**src/rtl/alarm_pkg.sv**
```systemverilog
package alarm_pkg;
    localparam int HOUR_W      = 5;
    localparam int MIN_W       = 6;
    localparam int HOURS_LONG  = 24;
    localparam int HOURS_SHORT = 12;
    localparam int MINS        = 60;

    localparam logic [HOUR_W-1:0] HOUR_TOP_LONG  = HOUR_W'(HOURS_LONG - 1);
    localparam logic [HOUR_W-1:0] HOUR_TOP_SHORT = HOUR_W'(HOURS_SHORT - 1);
    localparam logic [MIN_W-1:0]  MIN_TOP        = MIN_W'(MINS - 1);

    typedef struct packed {
        logic pulse;
    } match_st_t;

    typedef struct packed {
        logic prev;
    } edge_st_t;
endpackage

```
**src/rtl/alarm_step_edge.sv**
```systemverilog
module alarm_step_edge (
    input  logic clk,
    input  logic rst_n,
    input  logic lvl_i,
    output logic rise_o
);
    import alarm_pkg::*;

    edge_st_t st_d, st_q;

    always_comb begin
        st_d      = st_q;
        st_d.prev = lvl_i;
        rise_o    = lvl_i & ~st_q.prev;
    end

    always_ff @(posedge clk or negedge rst_n) begin
        if (!rst_n) st_q <= '0;
        else        st_q <= st_d;
    end
endmodule

```
**src/rtl/alarm_wrap_field.sv**
```systemverilog
module alarm_wrap_field #(
    parameter int W = 6
) (
    input  logic         clk,
    input  logic         rst_n,
    input  logic         inc_i,
    input  logic [W-1:0] top_i,
    output logic [W-1:0] val_o
);
    typedef struct packed {
        logic [W-1:0] val;
    } fld_t;

    fld_t fld_d, fld_q;

    always_comb begin
        fld_d = fld_q;
        if (inc_i) begin
            // values at or beyond the top (possible after a range change) fold to zero
            if (fld_q.val >= top_i) fld_d.val = '0;
            else                    fld_d.val = fld_q.val + W'(1);
        end
    end

    always_ff @(posedge clk or negedge rst_n) begin
        if (!rst_n) fld_q <= '0;
        else        fld_q <= fld_d;
    end

    assign val_o = fld_q.val;
endmodule

```
**src/rtl/alarm_time_cmp.sv**
```systemverilog
module alarm_time_cmp #(
    parameter int HW = 5,
    parameter int MW = 6
) (
    input  logic          tick_i,
    input  logic          adj_en_i,
    input  logic [HW-1:0] alm_hour_i,
    input  logic [MW-1:0] alm_min_i,
    input  logic [HW-1:0] cur_hour_i,
    input  logic [MW-1:0] cur_min_i,
    input  logic [MW-1:0] cur_sec_i,
    output logic          hit_o
);
    logic same_hour, same_min, sec_zero;

    always_comb begin
        same_hour = (alm_hour_i == cur_hour_i);
        same_min  = (alm_min_i == cur_min_i);
        sec_zero  = (cur_sec_i == '0);
        hit_o     = tick_i & ~adj_en_i & sec_zero & same_hour & same_min;
    end
endmodule

```
**src/rtl/alarm_match_unit.sv**
```systemverilog
module alarm_match_unit (
    input  logic       clk,
    input  logic       rst_n,
    input  logic       tick_i,
    input  logic       adj_en_i,
    input  logic       sel_hour_i,
    input  logic       sel_min_i,
    input  logic       step_i,
    input  logic       fmt24_i,
    input  logic [4:0] cur_hour_i,
    input  logic [5:0] cur_min_i,
    input  logic [5:0] cur_sec_i,
    output logic [4:0] alm_hour_o,
    output logic [5:0] alm_min_o,
    output logic       alarm_pulse_o
);
    import alarm_pkg::*;

    logic              step_rise;
    logic              hour_inc, min_inc;
    logic [HOUR_W-1:0] hour_top;
    logic              hit;
    match_st_t         m_d, m_q;

    alarm_step_edge u_edge (
        .clk    (clk),
        .rst_n  (rst_n),
        .lvl_i  (step_i),
        .rise_o (step_rise)
    );

    always_comb begin
        hour_top = fmt24_i ? HOUR_TOP_LONG : HOUR_TOP_SHORT;
        hour_inc = adj_en_i & sel_hour_i & step_rise;
        min_inc  = adj_en_i & ~sel_hour_i & sel_min_i & step_rise;
    end

    alarm_wrap_field #(.W(HOUR_W)) u_hour (
        .clk   (clk),
        .rst_n (rst_n),
        .inc_i (hour_inc),
        .top_i (hour_top),
        .val_o (alm_hour_o)
    );

    alarm_wrap_field #(.W(MIN_W)) u_min (
        .clk   (clk),
        .rst_n (rst_n),
        .inc_i (min_inc),
        .top_i (MIN_TOP),
        .val_o (alm_min_o)
    );

    alarm_time_cmp #(.HW(HOUR_W), .MW(MIN_W)) u_cmp (
        .tick_i     (tick_i),
        .adj_en_i   (adj_en_i),
        .alm_hour_i (alm_hour_o),
        .alm_min_i  (alm_min_o),
        .cur_hour_i (cur_hour_i),
        .cur_min_i  (cur_min_i),
        .cur_sec_i  (cur_sec_i),
        .hit_o      (hit)
    );

    always_comb begin
        m_d       = m_q;
        m_d.pulse = hit;
    end

    always_ff @(posedge clk or negedge rst_n) begin
        if (!rst_n) m_q <= '0;
        else        m_q <= m_d;
    end

    assign alarm_pulse_o = m_q.pulse;
endmodule

```
**config.mk**
```make
export PLATFORM = sky130hd
export DESIGN_NAME = alarm_match_unit
export DESIGN_NICKNAME = d
export VERILOG_FILES = /design/src/rtl/alarm_pkg.sv /design/src/rtl/alarm_step_edge.sv /design/src/rtl/alarm_wrap_field.sv /design/src/rtl/alarm_time_cmp.sv /design/src/rtl/alarm_match_unit.sv
export SDC_FILE = /design/constraint.sdc
export NUM_CORES = 1
export LEC_CHECK = 0
export ABC_AREA = 1
export CAP_MARGIN = 20
export CORE_MARGIN = 5
export CORE_UTILIZATION = 39
export CTS_BUF_LIST = sky130_fd_sc_hd__clkbuf_4 sky130_fd_sc_hd__clkbuf_8 sky130_fd_sc_hd__clkbuf_16
export CTS_CLUSTER_DIAMETER = 150
export DETAILED_ROUTE_END_ITERATION = 12
export GPL_TIMING_DRIVEN = 0
export MAX_ROUTING_LAYER = met4
export PLACE_DENSITY_LB_ADDON = 0.08
export SLEW_MARGIN = 20
export SYNTH_ARGS = -nofsm -noshare
export SYNTH_HDL_FRONTEND = slang
export SYNTH_SLANG_ARGS = --single-unit
```
**constraint.sdc**
```tcl
create_clock -name clk -period 1.2 [get_ports clk]
set_clock_uncertainty 0.1 [all_clocks]
set_input_delay 0.18 -clock clk [delete_from_list [all_inputs] [get_ports clk]]
set_output_delay 0.18 -clock clk [all_outputs]
set_load 0.05 [all_outputs]
```
-- Yosys cells after proc, flatten, opt, wreduce, memory -nomap -nowiden
Index checks and enable logic that the tools add are counted.
- bits in registers: 13
- input bits: 25
- output and inout bits: 12
- logic and storage cells: 27
- $add $sub $neg: 2
- $lt $le $gt $ge: 2
- equality and inequality tests: 2
- mux-type cells: 3
- bitwise operators: 13
- reductions and logical operators: 1
- operators by type and width (kind ; count):
    bitwise AND 1 bit ; 10
    2-to-1 mux 5 bit ; 2
    adder 6 x 1 -> 6 bit, second input constant ; 1
    equality test 6 bit ; 1
    >= comparator 6 bit, second input constant ; 1
    logical NOT 6 bit ; 1
    2-to-1 mux 6 bit ; 1
    adder 5 x 1 -> 5 bit, second input constant ; 1
    equality test 5 bit ; 1
    >= comparator 5 bit ; 1
    NOT 1 bit ; 3

-- Longest topological paths before layout
- depth in word-level cells: 5
- gate-level depth with buffers: 8
- gate-level depth less buffers: 8

-- Cells and area by module
A second synthesis with hierarchy kept.
- cells, all modules: 177
- area total of the unflattened synthesis: 1217.4 µm²
- by module, submodules not included (module ; times used ; cells each ; area an instance (µm²) ; sequential area each (µm²)):
    alarm_wrap_field (u_min) ; 1 ; 62 ; 489.2 ; 150.1
    alarm_wrap_field (u_hour) ; 1 ; 48 ; 396.6 ; 125.1
    alarm_time_cmp ; 1 ; 55 ; 239.0 ; 0.0
    alarm_match_unit ; 1 ; 9 ; 57.6 ; 25.0
    alarm_step_edge ; 1 ; 3 ; 35.0 ; 25.0

-- Least setup slack after synthesis
OpenSTA, ideal clock, no wires.
- path kind: register to register
- start point: register u_hour.fld_q, in the netlist u_hour.val_o[4]
- end point: register u_hour.fld_q, in the netlist u_hour.val_o[0]
- library setup time: 0.083 ns
- arrival: 1.471 ns
- data required time: 1.017 ns
- slack: -0.454 ns
- stages on the path, launching flop included: 7
- buffers on the path: 0
- period minus slack after synthesis: 1.654 ns
- cell sequence: dfrtp_1 ha_1 nand2_1 inv_1 a21oi_1 nand2_1 o21ai_0
- word-level cells in the longest chain between the ends: 2
- RTL lines (item ; line ; source):
    start, declared ; alarm_wrap_field.sv:14 ; fld_t fld_d, fld_q;
    start signal, assigned ; alarm_wrap_field.sv:27 ; else fld_q <= fld_d;
    >= comparator 5 bit ; alarm_wrap_field.sv:20 ; if (fld_q.val >= top_i) fld_d.val = '0;
    2-to-1 mux 5 bit ; alarm_wrap_field.sv:20 ;
No other way between the ends.
A chain may end at the register's enable or synchronous reset.

-- Worst setup path after layout
- start point: register u_hour.fld_q, in the netlist u_hour.val_o[3]
- end point: register u_hour.fld_q, in the netlist u_hour.val_o[3]
- word-level cells in the longest chain between the ends: 2
- elaborated cells on any way between the ends: 3
- classes of those cells: add/sub (1); order compare (1); mux (1)
- RTL lines (item ; line):
    adder 5 x 1 -> 5 bit or >= comparator 5 bit (tied branches) ; alarm_wrap_field.sv:21, alarm_wrap_field.sv:20
    2-to-1 mux 5 bit * ; alarm_wrap_field.sv:20
Every way passes the cells marked *; elsewhere a longest branch is shown, timed or not.

==> results_dict.tcl <==
set metrics [dict create \
    start_util 0.400 \
    violations "setup timing" \
    pin_count 37 \
    ir_drop_v 0.00131 \
    setup_slack_ns -0.173 \
    drive_above_1_share 0.362 \
    regArea_sq_um 339 \
    cts.path.max_buffers 2 \
    drt_iter0_markers 39 \
    place_congestion 0.770 \
    grt_overflow 0 \
    vias 1140 \
    grt_usage 0.179 \
    synthDominantCellAreaShare 0.334 \
    die-area_sq_um 3600 \
    p_leak_nw 0.847 \
    hold_violations 0 \
    max_cap_violations 0 \
    cts_buffers 3 \
    multiInputGateArea_sq_um 719 \
    ys_top_cells_by_area "dfrtp_1, nand2_1, inv_1" \
    critical_path_arrival_ns 1.45 \
    final_nets 238 \
    nFillCells 195 \
    dr.pass1.iters 4 \
    ant_nets 0 \
    worstPathMaxFanout 3 \
    clk_pin_slew_worst_paths_ns 0.09 \
    synth.net_count 181 \
    netlist_top_cells_count "nand2_1, inv_1, nor2_1, dfrtp_1, nand3_1" \
    max_freq_mhz 728 \
    outcome "finished with violations" \
    async_flop_share 1.00 \
    cts-root-buf "clkbuf_4" \
    period_share 1.14 \
    synth_top_area_cell "dfrtp_1" \
    period_needed_ns 1.37 \
    grt_pass1_wl_mm 4.66 \
    endpoint_kind "flip-flop" \
    yosys_warnings 0 \
    antenna_found_initial 0 \
    drc 0 \
    viasPerCell 4.81 \
    maxSlewHeadroom 0.545 \
    max_slew.worst_pin.slew_ns 0.681 \
    avgSynthCellArea_sq_um 6.45 \
    synthFlopType "dfrtp_1" \
    syn_inst 151 \
    cts_sinks 13 \
    cts_tree "yes" \
    critical_path_required_ns 1.27 \
    finalSetupViolations 13 \
    row_count 18 \
    io_buffers 36 \
    dieHeight_um 60.0 \
    yosysMostFrequentCell "nand2_1" \
    synth_cell_type_count 16 \
    diodes 0 \
    crit_type "reg -> reg" \
    p_per_area_nw_per_um2 1880 \
    clock_latency_ns 0.28 \
    htree_levels 1 \
    rsz0062_at_grt "yes" \
    drv_slew 0 \
    critPathLaunchType "flip-flop" \
    place_inst 217 \
    hp-class "in -> async" \
    synth_enable_flop_cells 0 \
    wl_per_cell_um 12.6 \
    area_growth_pct 78.9 \
    fin_cells 237 \
    ys_seq_elements 13 \
    detail_route.wirelength_mm 2.99 \
    core_sq_um 2430 \
    grt_max_degree 14 \
    die_w_um 60.0 \
    yosysSeqAreaShare 0.334 \
    pre_cts_ws_ns -0.554 \
    grt_pass1_vias 1120 \
    syn_area_sq_um 973 \
    dp_hpwl_mm 1.99 \
]
[worst max-delay path, stage by stage, from the launching register on]
cell and delay [ns]:
dfrtp_2 0.45, ha_4 0.29, nand2_4 0.05, inv_4 0.07
a21oi_4 0.07, a21oi_4 0.18, nor2_1 0.06
[final timing paths]
kind | from | to | slack [ns] | cells past startpoint
min reg2reg | u_min.val_o[2]$_DFFE_PN0P_ | u_min.val_o[2]$_DFFE_PN0P_ | 0.50 | 2
min in group clk | adj_en_i | u_min.val_o[1]$_DFFE_PN0P_ | 0.29 | 5
min | rst_n | u_hour.val_o[1]$_DFFE_PN0P_ | 0.20 | 1
max reg2reg | u_hour.val_o[3]$_DFFE_PN0P_ | u_hour.val_o[3]$_DFFE_PN0P_ | -0.17 | 6
max | u_hour.val_o[3]$_DFFE_PN0P_ | u_hour.val_o[3]$_DFFE_PN0P_ | -0.17 | 6
max in group asynchronous | rst_n | u_min.val_o[3]$_DFFE_PN0P_ | 0.32 | 1
[repair_timing]
item / in CTS / in global routing
setup buffers: 9 / 6
setup endpoints to repair: 23 / 18
hold buffers: 0 / 0
endpoints found under the hold margin: 0 / 0
gates resized for setup: 89 / 32
pin swaps: 8 / 14
cloned: 1 / 0
[metal layers]
metal,vias to the layer above,global-route usage,share of wire,wire (um)
met5,-,-,0,0
met4,0,0.0918,0.0094,28
met3,4,0.0367,0.066,196
met2,42,0.282,0.49,1470
met1,521,0.213,0.43,1290
li1,573,-,-,-
[stage by stage]
step | power (mW) | setup TNS, ns | hold slack (ns) | util | cell area [sq um]
2_1_floorplan | 1.80 | -1.70 | -0.216 | - | 1030
3_3_place_gp | 2.27 | -7.44 | 0.443 | 0.587 | 1430
3_5_place_dp | 2.31 | -8.03 | 0.436 | 0.587 | 1430
4_1_cts | 2.95 | -1.11 | 0.213 | 0.655 | 1590
5_1_grt | 3.51 | -1.95 | 0.250 | 0.716 | 1740
6_report | 3.28 | -1.19 | 0.203 | 0.716 | 1740
[layout make-up]
type | count | share of cell area
clock buffers | 4 | 0.0172
repair buffers | 51 | 0.288
well taps | 30 | 0.0216
multi-input cells | 110 | 0.413
flip-flops and latches | 13 | 0.195
inverters | 29 | 0.0654
[power by group]
group	switching [mW]	internal, mW
Combinational	1.20	0.974
Clock	0.162	0.152
Sequential	0.203	0.590
Total	1.56	1.72
[kinds of logic after synthesis]
logic type	Yosys count	share of synthesized area
simple gates	87	0.378
buf+inv	29	0.112
flops	13	0.334
compound gates	12	0.0668
xor+xnor	5	0.0450
fa+ha+maj	5	0.0643
[registers in the layout, indices dropped and copies added, names as in the netlist]
| register | count |
|---|---|
| alarm_pulse_o | 1 |
| u_min.val_o | 6 |
| u_edge.st_q | 1 |
| u_hour.val_o | 5 |
[layout by cell type (no fill, tap or decap), drive strengths merged]
cell type / count
o22ai: 1
nand3: 11
clkdlybuf4s50: 22
xnor2: 2
dlymetal6s2s: 1
nor2: 24
nand4: 2
a21oi: 3
o21ai: 8
dlygate4sd2: 1
nand2: 50
xor2: 3
clkbuf: 4
buf: 27
inv: 29
ha: 5
and2: 1
dfrtp: 13
No activity file was read; power rests on OpenSTA's default activity.
